<file path="config.mk">
export PLATFORM = sky130hd
export DESIGN_NAME = desc_ring_dma
export DESIGN_NICKNAME = d
export VERILOG_FILES = /design/src/rtl/dmr_pkg.sv /design/src/rtl/dmr_head.sv /design/src/rtl/dmr_regs.sv /design/src/rtl/dmr_engine.sv /design/src/rtl/desc_ring_dma.sv
export SDC_FILE = /design/constraint.sdc
export NUM_CORES = 1
export LEC_CHECK = 0
export ABC_AREA = 0
export CAP_MARGIN = 15
export CELL_PAD_IN_SITES_DETAIL_PLACEMENT = 0
export CELL_PAD_IN_SITES_GLOBAL_PLACEMENT = 1
export CORE_MARGIN = 3
export CORE_UTILIZATION = 32
export CTS_BUF_LIST = sky130_fd_sc_hd__clkbuf_8
export DETAILED_ROUTE_END_ITERATION = 10
export PLACE_DENSITY = 0.72
export SYNTH_ARGS = -nofsm -noshare
export SYNTH_HDL_FRONTEND = slang
export SYNTH_SLANG_ARGS = --single-unit
</file>
<file path="constraint.sdc">
create_clock -name clk -period 15.37 [get_ports clk]
set_clock_uncertainty 0.15 [all_clocks]
set_input_delay 3.074 -clock clk [delete_from_list [all_inputs] [get_ports clk]]
set_output_delay 3.074 -clock clk [all_outputs]
set_load 0.01 [all_outputs]
</file>
<file path="src/rtl/dmr_pkg.sv">
package dmr_pkg;

    localparam int WORD_W       = 32;
    localparam int LEN_W        = 16;
    localparam int DESC_WORDS   = 3;
    localparam int NOTIFY_BIT   = 31;
    localparam int REG_SEL_W    = 3;

    typedef enum logic [REG_SEL_W-1:0] {
        RG_BASE  = 3'd0,
        RG_SIZE  = 3'd1,
        RG_HEAD  = 3'd2,
        RG_TAIL  = 3'd3,
        RG_IRQEN = 3'd4,
        RG_STAT  = 3'd5
    } reg_sel_e;

    typedef enum logic [2:0] {
        ST_IDLE,
        ST_FETCH,
        ST_READ,
        ST_WRITE,
        ST_RETIRE
    } eng_state_e;

    typedef struct packed {
        logic [WORD_W-1:0] src;
        logic [WORD_W-1:0] dst;
        logic              notify;
        logic [LEN_W-1:0]  len;
    } xfer_desc_t;

    typedef struct packed {
        logic drained;
        logic done;
    } irq_bits_t;

    // Word address of word 'w' inside ring slot 'idx'.
    function automatic logic [WORD_W-1:0] slot_word_addr(
        input logic [WORD_W-1:0] base,
        input logic [WORD_W-1:0] idx,
        input logic [1:0]        w
    );
        return base + idx * WORD_W'(DESC_WORDS) + WORD_W'(w);
    endfunction

endpackage

</file>
<file path="src/rtl/dmr_head.sv">
module dmr_head
    import dmr_pkg::*;
#(
    parameter int IDX_W = 8
) (
    input  logic             clk,
    input  logic             rst,
    input  logic             adv,
    input  logic [IDX_W-1:0] size,
    output logic [IDX_W-1:0] head,
    output logic [IDX_W-1:0] head_next
);

    localparam logic [IDX_W-1:0] ONE = IDX_W'(1);

    logic [IDX_W:0] bumped;

    always_comb begin
        bumped    = {1'b0, head} + {1'b0, ONE};
        head_next = (bumped >= {1'b0, size}) ? '0 : bumped[IDX_W-1:0];
    end

    always_ff @(posedge clk) begin
        if (rst)
            head <= '0;
        else if (adv)
            head <= head_next;
    end

endmodule

</file>
<file path="src/rtl/dmr_regs.sv">
module dmr_regs
    import dmr_pkg::*;
#(
    parameter int IDX_W = 8
) (
    input  logic                 clk,
    input  logic                 rst,
    input  logic                 we,
    input  logic [REG_SEL_W-1:0] addr,
    input  logic [WORD_W-1:0]    wdata,
    output logic [WORD_W-1:0]    rdata,
    input  logic [IDX_W-1:0]     head,
    input  logic                 done_set,
    input  logic                 drained_set,
    output logic [WORD_W-1:0]    base,
    output logic [IDX_W-1:0]     size,
    output logic [IDX_W-1:0]     tail,
    output logic                 irq
);

    irq_bits_t enable_q;
    irq_bits_t status_q;
    irq_bits_t clear_req;
    reg_sel_e  sel;

    assign sel = reg_sel_e'(addr);

    always_comb begin
        clear_req = '0;
        if (we && sel == RG_STAT) begin
            clear_req.done    = wdata[0];
            clear_req.drained = wdata[1];
        end
    end

    always_ff @(posedge clk) begin
        if (rst) begin
            base     <= '0;
            size     <= '0;
            tail     <= '0;
            enable_q <= '0;
        end else if (we) begin
            case (sel)
                RG_BASE:  base     <= wdata;
                RG_SIZE:  size     <= wdata[IDX_W-1:0];
                RG_TAIL:  tail     <= wdata[IDX_W-1:0];
                RG_IRQEN: enable_q <= '{drained: wdata[1], done: wdata[0]};
                default:  ;
            endcase
        end
    end

    // Set events win over a clear in the same cycle.
    always_ff @(posedge clk) begin
        if (rst) begin
            status_q <= '0;
        end else begin
            status_q.done    <= done_set    | (status_q.done    & ~clear_req.done);
            status_q.drained <= drained_set | (status_q.drained & ~clear_req.drained);
        end
    end

    assign irq = |(status_q & enable_q);

    always_comb begin
        case (sel)
            RG_BASE:  rdata = base;
            RG_SIZE:  rdata = WORD_W'(size);
            RG_HEAD:  rdata = WORD_W'(head);
            RG_TAIL:  rdata = WORD_W'(tail);
            RG_IRQEN: rdata = WORD_W'(enable_q);
            RG_STAT:  rdata = WORD_W'(status_q);
            default:  rdata = '0;
        endcase
    end

    // a write of 1 clears the done bit unless a new completion arrives.
    p_w1c_done_r8: assert property (@(posedge clk) disable iff (rst)
        (we && sel == RG_STAT && wdata[0] && !done_set) |=> !status_q.done);

    // a write of 0 keeps a set drained bit.
    p_keep_drained_r8: assert property (@(posedge clk) disable iff (rst)
        (status_q.drained && !(we && sel == RG_STAT && wdata[1])) |=> status_q.drained);

endmodule

</file>
<file path="src/rtl/dmr_engine.sv">
module dmr_engine
    import dmr_pkg::*;
#(
    parameter int IDX_W = 8
) (
    input  logic              clk,
    input  logic              rst,
    input  logic [WORD_W-1:0] base,
    input  logic [IDX_W-1:0]  size,
    input  logic [IDX_W-1:0]  head,
    input  logic [IDX_W-1:0]  head_next,
    input  logic [IDX_W-1:0]  tail,
    output logic              mem_req,
    output logic              mem_we,
    output logic [WORD_W-1:0] mem_addr,
    output logic [WORD_W-1:0] mem_wdata,
    input  logic              mem_ack,
    input  logic [WORD_W-1:0] mem_rdata,
    output logic              adv,
    output logic              done_evt,
    output logic              drained_evt
);

    localparam logic [1:0] LAST_WORD = 2'(DESC_WORDS - 1);

    eng_state_e        state;
    logic [1:0]        widx;
    logic [LEN_W-1:0]  cnt;
    xfer_desc_t        desc;
    logic [WORD_W-1:0] data_buf;
    logic              ring_busy;
    logic              last_copy;

    assign ring_busy = (size != '0) && ((head ^ tail) != '0);
    assign last_copy = (cnt == desc.len - LEN_W'(1));

    always_ff @(posedge clk) begin
        if (rst) begin
            state    <= ST_IDLE;
            widx     <= '0;
            cnt      <= '0;
            desc     <= '0;
            data_buf <= '0;
        end else begin
            case (state)
                ST_IDLE: begin
                    widx <= '0;
                    if (ring_busy) state <= ST_FETCH;
                end
                ST_FETCH: if (mem_ack) begin
                    case (widx)
                        2'd0:    desc.src <= mem_rdata;
                        2'd1:    desc.dst <= mem_rdata;
                        default: begin
                            desc.len    <= mem_rdata[LEN_W-1:0];
                            desc.notify <= mem_rdata[NOTIFY_BIT];
                        end
                    endcase
                    if (widx == LAST_WORD) begin
                        cnt   <= '0;
                        state <= (mem_rdata[LEN_W-1:0] == '0) ? ST_RETIRE : ST_READ;
                    end else begin
                        widx <= widx + 2'd1;
                    end
                end
                ST_READ: if (mem_ack) begin
                    data_buf <= mem_rdata;
                    state    <= ST_WRITE;
                end
                ST_WRITE: if (mem_ack) begin
                    if (last_copy) begin
                        state <= ST_RETIRE;
                    end else begin
                        cnt   <= cnt + LEN_W'(1);
                        state <= ST_READ;
                    end
                end
                ST_RETIRE: state <= ST_IDLE;
                default:   state <= ST_IDLE;
            endcase
        end
    end

    always_comb begin
        mem_req  = 1'b0;
        mem_we   = 1'b0;
        mem_addr = '0;
        case (state)
            ST_FETCH: begin
                mem_req  = 1'b1;
                mem_addr = slot_word_addr(base, WORD_W'(head), widx);
            end
            ST_READ: begin
                mem_req  = 1'b1;
                mem_addr = desc.src + WORD_W'(cnt);
            end
            ST_WRITE: begin
                mem_req  = 1'b1;
                mem_we   = 1'b1;
                mem_addr = desc.dst + WORD_W'(cnt);
            end
            default: ;
        endcase
    end

    assign mem_wdata   = data_buf;
    assign adv         = (state == ST_RETIRE);
    assign done_evt    = adv && desc.notify;
    assign drained_evt = adv && (head_next == tail);

    // an empty ring keeps the memory port quiet.
    p_idle_empty_r1: assert property (@(posedge clk) disable iff (rst)
        (state == ST_IDLE && head == tail) |=> !mem_req);

    // a pending access keeps its address and direction until acknowledged.
    p_req_hold_r2: assert property (@(posedge clk) disable iff (rst)
        (mem_req && !mem_ack) |=> (mem_req && $stable(mem_addr) && $stable(mem_we)));

    // a zero-length descriptor makes no data access after its fetch.
    p_zero_len_r6: assert property (@(posedge clk) disable iff (rst)
        (state == ST_FETCH && mem_ack && widx == LAST_WORD &&
         mem_rdata[LEN_W-1:0] == '0) |=> !mem_req);

    // retiring lasts exactly one cycle.
    p_single_retire_r4: assert property (@(posedge clk) disable iff (rst)
        adv |=> !adv);

endmodule

</file>
<file path="src/rtl/desc_ring_dma.sv">
module desc_ring_dma
    import dmr_pkg::*;
#(
    parameter int IDX_W = 8
) (
    input  logic                 clk,
    input  logic                 rst,
    input  logic                 reg_we,
    input  logic [REG_SEL_W-1:0] reg_addr,
    input  logic [WORD_W-1:0]    reg_wdata,
    output logic [WORD_W-1:0]    reg_rdata,
    output logic                 mem_req,
    output logic                 mem_we,
    output logic [WORD_W-1:0]    mem_addr,
    output logic [WORD_W-1:0]    mem_wdata,
    input  logic                 mem_ack,
    input  logic [WORD_W-1:0]    mem_rdata,
    output logic                 irq
);

    logic [WORD_W-1:0] ring_base;
    logic [IDX_W-1:0]  ring_size;
    logic [IDX_W-1:0]  ring_tail;
    logic [IDX_W-1:0]  ring_head;
    logic [IDX_W-1:0]  ring_head_next;
    logic              step;
    logic              done_evt;
    logic              drained_evt;

    dmr_regs #(.IDX_W(IDX_W)) u_regs (
        .clk         (clk),
        .rst         (rst),
        .we          (reg_we),
        .addr        (reg_addr),
        .wdata       (reg_wdata),
        .rdata       (reg_rdata),
        .head        (ring_head),
        .done_set    (done_evt),
        .drained_set (drained_evt),
        .base        (ring_base),
        .size        (ring_size),
        .tail        (ring_tail),
        .irq         (irq)
    );

    dmr_head #(.IDX_W(IDX_W)) u_head (
        .clk       (clk),
        .rst       (rst),
        .adv       (step),
        .size      (ring_size),
        .head      (ring_head),
        .head_next (ring_head_next)
    );

    dmr_engine #(.IDX_W(IDX_W)) u_engine (
        .clk         (clk),
        .rst         (rst),
        .base        (ring_base),
        .size        (ring_size),
        .head        (ring_head),
        .head_next   (ring_head_next),
        .tail        (ring_tail),
        .mem_req     (mem_req),
        .mem_we      (mem_we),
        .mem_addr    (mem_addr),
        .mem_wdata   (mem_wdata),
        .mem_ack     (mem_ack),
        .mem_rdata   (mem_rdata),
        .adv         (step),
        .done_evt    (done_evt),
        .drained_evt (drained_evt)
    );

    // the head only moves in the cycle after the engine retires a descriptor.
    p_head_moves_on_retire_r4: assert property (@(posedge clk) disable iff (rst)
        !$stable(ring_head) |-> $past(step));

    // no head movement while a data write is still pending.
    p_no_step_in_flight_r4: assert property (@(posedge clk) disable iff (rst)
        (mem_req && mem_we && !mem_ack) |=> $stable(ring_head));

endmodule

</file>
Word level (Yosys, flattened, before mapping)
Index checks and enable logic that the tools add are counted.
- input port bits: 71
- output and inout port bits: 99
- word-level logic and storage cells: 103
- flip-flop bits (word level): 194
- $add $sub $neg: 8
- reduce and logical (&&, ||, !) cells: 26
- bitwise gates (word level): 9
- $mul: 1
- equality and inequality tests: 20
- magnitude comparators: 1
- mux-type cells: 22
- operator list (operator ; count):
    32-bit case mux with 6 select lines ; 1
    32-bit case mux with 3 select lines ; 1
    32-bit by 16-bit adder with 32-bit output ; 2
    16-bit two-way mux ; 4
    32-bit by 10-bit adder with 32-bit output ; 1
    32-bit by 2-bit adder with 32-bit output ; 1
    16-bit case mux with 2 select lines ; 1
    3-bit two-way mux ; 7
    16-bit by 1-bit adder with 16-bit output, second input constant ; 1
    16-bit == test ; 1
    16-bit zero test ; 1
    8-bit nonzero test ; 2
    16-bit by 1-bit subtractor with 16-bit output, second input constant ; 1
    3-bit by 2-bit == test with 1-bit output, second input constant ; 4
    3-bit case mux with 4 select lines ; 1
    3-bit AND reduction ; 4
    8-bit by 2-bit multiplier with 10-bit output, second input constant ; 1
    2-bit != test, second input constant ; 5
    2-bit AND reduction ; 5
    5-bit AND reduction ; 2
    8-bit by 1-bit adder with 9-bit output, second input constant ; 1
    3-bit == test, second input constant ; 3
    9-bit by 8-bit >= comparator with 1-bit output ; 1
    8-bit == test ; 1
    20 further kinds ; 35

Depth between registers and ports, before layout
- word-level depth: 6
- gate-level depth with buffers: 18
- mapped depth without buffers: 13

Modules after synthesis
A second synthesis with hierarchy kept.
- cell total of the unflattened synthesis: 1589
- area, all modules: 12086.6 um^2
- by module, submodules not included (module ; area each (um^2) ; cells each ; times used ; seq. area each (um^2)):
    dmr_engine ; 8891.0 ; 1213 ; 1 ; 2682.6
    dmr_regs ; 2457.4 ; 280 ; 1 ; 1041.0
    dmr_head ; 738.2 ; 96 ; 1 ; 160.2

Worst setup path before layout
Ideal clock, no wire load.
- path kind: input to output
- from: in reg_addr[0]
- to: out reg_rdata[5]
- buffers on the path: 2
- setup slack: 7.785 ns
- data arrival time: 4.361 ns
- required time: 12.146 ns
- cell stages on the path: 4
- cells stage by stage: clkbuf_1 -> clkbuf_1 -> mux4_2 -> nor2b_1
- longest elaborated chain between the ends: 2
- elaborated cells between the ends (all ways): 7
- classes of those cells: eq/ne: 5; mux: 1; reduce/logical: 1
- ends and longest elaborated chain (what ; RTL line ; text):
    start, declared ; desc_ring_dma.sv:9 ; input logic [REG_SEL_W-1:0] reg_addr,
    3-bit == test (tied with other cells) ; dmr_regs.sv:66 ; case (sel)
    32-bit case mux with 6 select lines * ; dmr_regs.sv:66 ;
    end, declared ; desc_ring_dma.sv:11 ; output logic [WORD_W-1:0] reg_rdata,
Every way passes the cells marked *; elsewhere a longest branch is shown, timed or not.

Worst setup path after layout
- from: reg u_engine.state[2]
- to: out mem_addr[20]
- longest elaborated chain between the ends: 2
- elaborated cells between the ends (all ways): 4
- classes of those cells: eq/ne: 3; mux: 1
- ends and longest elaborated chain (what ; RTL line ; text):
    start, declared ; dmr_engine.sv:26 ; eng_state_e state;
    start signal, assigned ; dmr_engine.sv:61 ; state <= (mem_rdata[LEN_W-1:0] == '0) ? ST_RETIRE : ST_READ;
    3-bit by 2-bit == test with 1-bit output / 3-bit by 1-bit == test with 1-bit output (equally long branches) ; dmr_engine.sv:88 ; case (state)
    32-bit case mux with 3 select lines * ; dmr_engine.sv:88 ;
    end, declared ; desc_ring_dma.sv:14 ; output logic [WORD_W-1:0] mem_addr,
Marks and branches as above.

==> metrics.cfg <==
[worst_setup_path]
slowest_stage=o211ai_1
crit_type=reg2out
crit_required_ns=12.15
worst-path-buf-inv=3
cp_top_family=compound AO/OA/AOI/OAI gates
cp-end-kind=output pin
cpMostUsedCell=nand2_1
cp_max_fo=36
crit_arrival_ns=5.86
critical_path.cell_chain=nand3b_1 -> buf_4 -> inv_2 -> nand2_1 -> nand2_1 -> ha_1 -> fa_1 -> a21o_1 -> a2111o_1 -> o31a_1 -> o211ai_1 -> a211oi_1 -> xor2_1 -> o22ai_1 -> clkdlybuf4s50_1
worstSetupStartpointType=flop
crit_path_max_incr_delay_ns=0.69

[synth]
avgSynthCellArea_um2=7.409
yosys.area.top_type=dfxtp_1
synthTopCellsByArea=dfxtp_1 32%, nand2_1 14%, a21oi_1 9.1%, ha_1 6.0%, xnor2_1 3.5%
async_reset_ff_frac=0
yosys_warnings=0
yosysSeqAreaShare=0.3228
yosys.area.top_type_share=0.3228
ys_seq_elements=194
netlist_area_mm2=0.01203
synth_edf_count=0
netlist_instances=1624
synth_nets=1763
ys_types=72
synth_ff_type=dfxtp_1

[grt]
grt_max_degree=100
grt_pass1_wl_mm=61.76
antenna_found_initial=0
overflow=0
grt_pass1_vias=11040
grt_use_total=0.1963

[sta]
worst_hold_slack_ns=0.3094
max_freq_mhz=110.0
finalMaxSlewViolations=0
rsz0062_at_grt=no
final-setup-viol-count=0
fin_ws_ns=6.283
tns_ns=0
worstMarginPinSlew_ns=1.166
final_hold_viol_count=0
post-route-min-period_ns=9.087
max-slew-margin-rel=0.2227
period_share=0.5912

[routing]
first_iter_violations=947
wl_mm=39.48
route.detailed.drc=0
firstDrtPassIters=5
postRouteAntennaNets=0
vias=11700
wire_per_inst_um=17.59
via_per_inst=5.213

[final_layout]
drive_gt1_frac=0.04138
final_area_mm2=0.01447
most-common-layout-cells=446 x nand2_1, 218 x a21oi_1, 194 x dfxtp_1
final_nets=1866
utilization=0.3924
diodes=0
syn_to_final_growth_pct=20.26
layout_commonest_cell=nand2_1
finalNonFillerCells=2244

[clocking]
h-tree-depth=4
cts_root_buf=clkbuf_8
clockBufferDepth=2
ctsResizeCount=0
postCtsHoldBufs=0
cts_tree=built
clk_latency_ns=0.51
cts.sinks=194
postCtsSetupBuffers=0
clk_pin_slew_ns=0.12
cts-buffers-inserted=17

[power_and_ir_drop]
total_power_mw=0.9259
p_per_area_mw_per_mm2=63.99
power.leakage_nw=5.139
irDropWorstVdd_v=0.00004793

[placed_design]
dpl.hpwl_mm=28.89
pre_cts_ws_ns=6.392
io_buffers=169
gp_congestion=0.8811
placed_cells=2209
placed_area_mm2=0.01404

[run_status]
status=complete, no violations

[floorplanning]
num_rows=70
die_area_mm2=0.03996
die_w_um=199.9
start_util=0.3263
pin_count=170
core_mm2=0.03687
die_h_um=199.9

[hold_path]
hp-class=reg2reg

[job]
cap_violations=0

kinds of logic (layout without fill, tap and decap cells):
| kind of cell | after synthesis | count (layout) | share of synthesized area |
|---|---|---|---|
| simple gates | 712 | 712 | 0.2694 |
| compound gates | 379 | 379 | 0.1866 |
| flops | 194 | 194 | 0.3228 |
| buf+inv | 157 | 273 | 0.05200 |
| xor+xnor | 87 | 87 | 0.06333 |
| fa+ha+maj | 68 | 68 | 0.07696 |
| mux | 27 | 27 | 0.02891 |
synthesized netlist by cell type, types with 12 or more instances:
cell type	number
nand2_1	446
xnor2_1	48
a211oi_1	15
and3_1	17
dfxtp_1	194
ha_1	58
nand4_1	29
and2_1	32
nor2_1	49
inv_1	59
a21oi_1	218
o22ai_1	24
nor3_1	21
mux2i_1	19
nand3_1	30
nor4_1	20
o21ai_0	27
o211ai_1	12
clkbuf_1	82
xor2_1	39
layout make-up:
class                   instances  area, um2
inverters                      60      225.2
clock buffers                  17      234.0
flip-flops and latches        194       3884
clock inverters                15      146.4
fillers                      3825      22400
multi-input cells            1273       7542
well taps                     504      630.6
repair buffers                181       1807
worst register-to-register path: stages (launching register included):
cell      delay, ns
dfxtp_1        0.73
ha_1           0.36
nand3_1        0.12
xnor2_1        0.29
inv_1          0.11
ha_1           0.33
a21oi_1        0.12
and3_1         0.16
o21ai_0        0.15
a21boi_0       0.34
a21boi_0       0.13
or4b_2         0.65
o41ai_1        0.43
final timing paths:
kind	depth (start not counted)	end	start	slack, ns
setup / recovery	15	mem_addr[20]	u_engine.state[2]	6.28
hold / removal	2	u_engine.mem_wdata[25]	u_engine.mem_wdata[25]	0.31
setup reg to reg	12	u_regs.status_q[1]	u_head.head[0]	11.19
hold reg to reg	2	u_engine.mem_wdata[25]	u_engine.mem_wdata[25]	0.31
flip-flops by register name, indices dropped and copies added (netlist names):
register and flops:
u_engine.mem_wdata 32, u_regs.base 32, u_engine.widx 2, u_regs.enable_q 2
u_regs.status_q 2, u_head.head 8, u_engine.state 3, u_engine.cnt 16
u_regs.tail 8, u_regs.size 8, u_engine.desc 81
report_power, final:
part / total (mW) / internal, mW / leakage (nW) / switching, mW
Combinational: 0.0776 / 0.0325 / 3.39 / 0.0451
Clock: 0.335 / 0.120 / 0.187 / 0.215
Sequential: 0.514 / 0.507 / 1.56 / 0.00629
Total: 0.926 / 0.660 / 5.14 / 0.266
per-layer routing:
metal,track usage,share of wire
met5,0,0
met4,0.04368,0.013
met3,0.03844,0.062
met2,0.3118,0.45
met1,0.2776,0.47
Note: power is estimated with default switching activity, not from simulation.
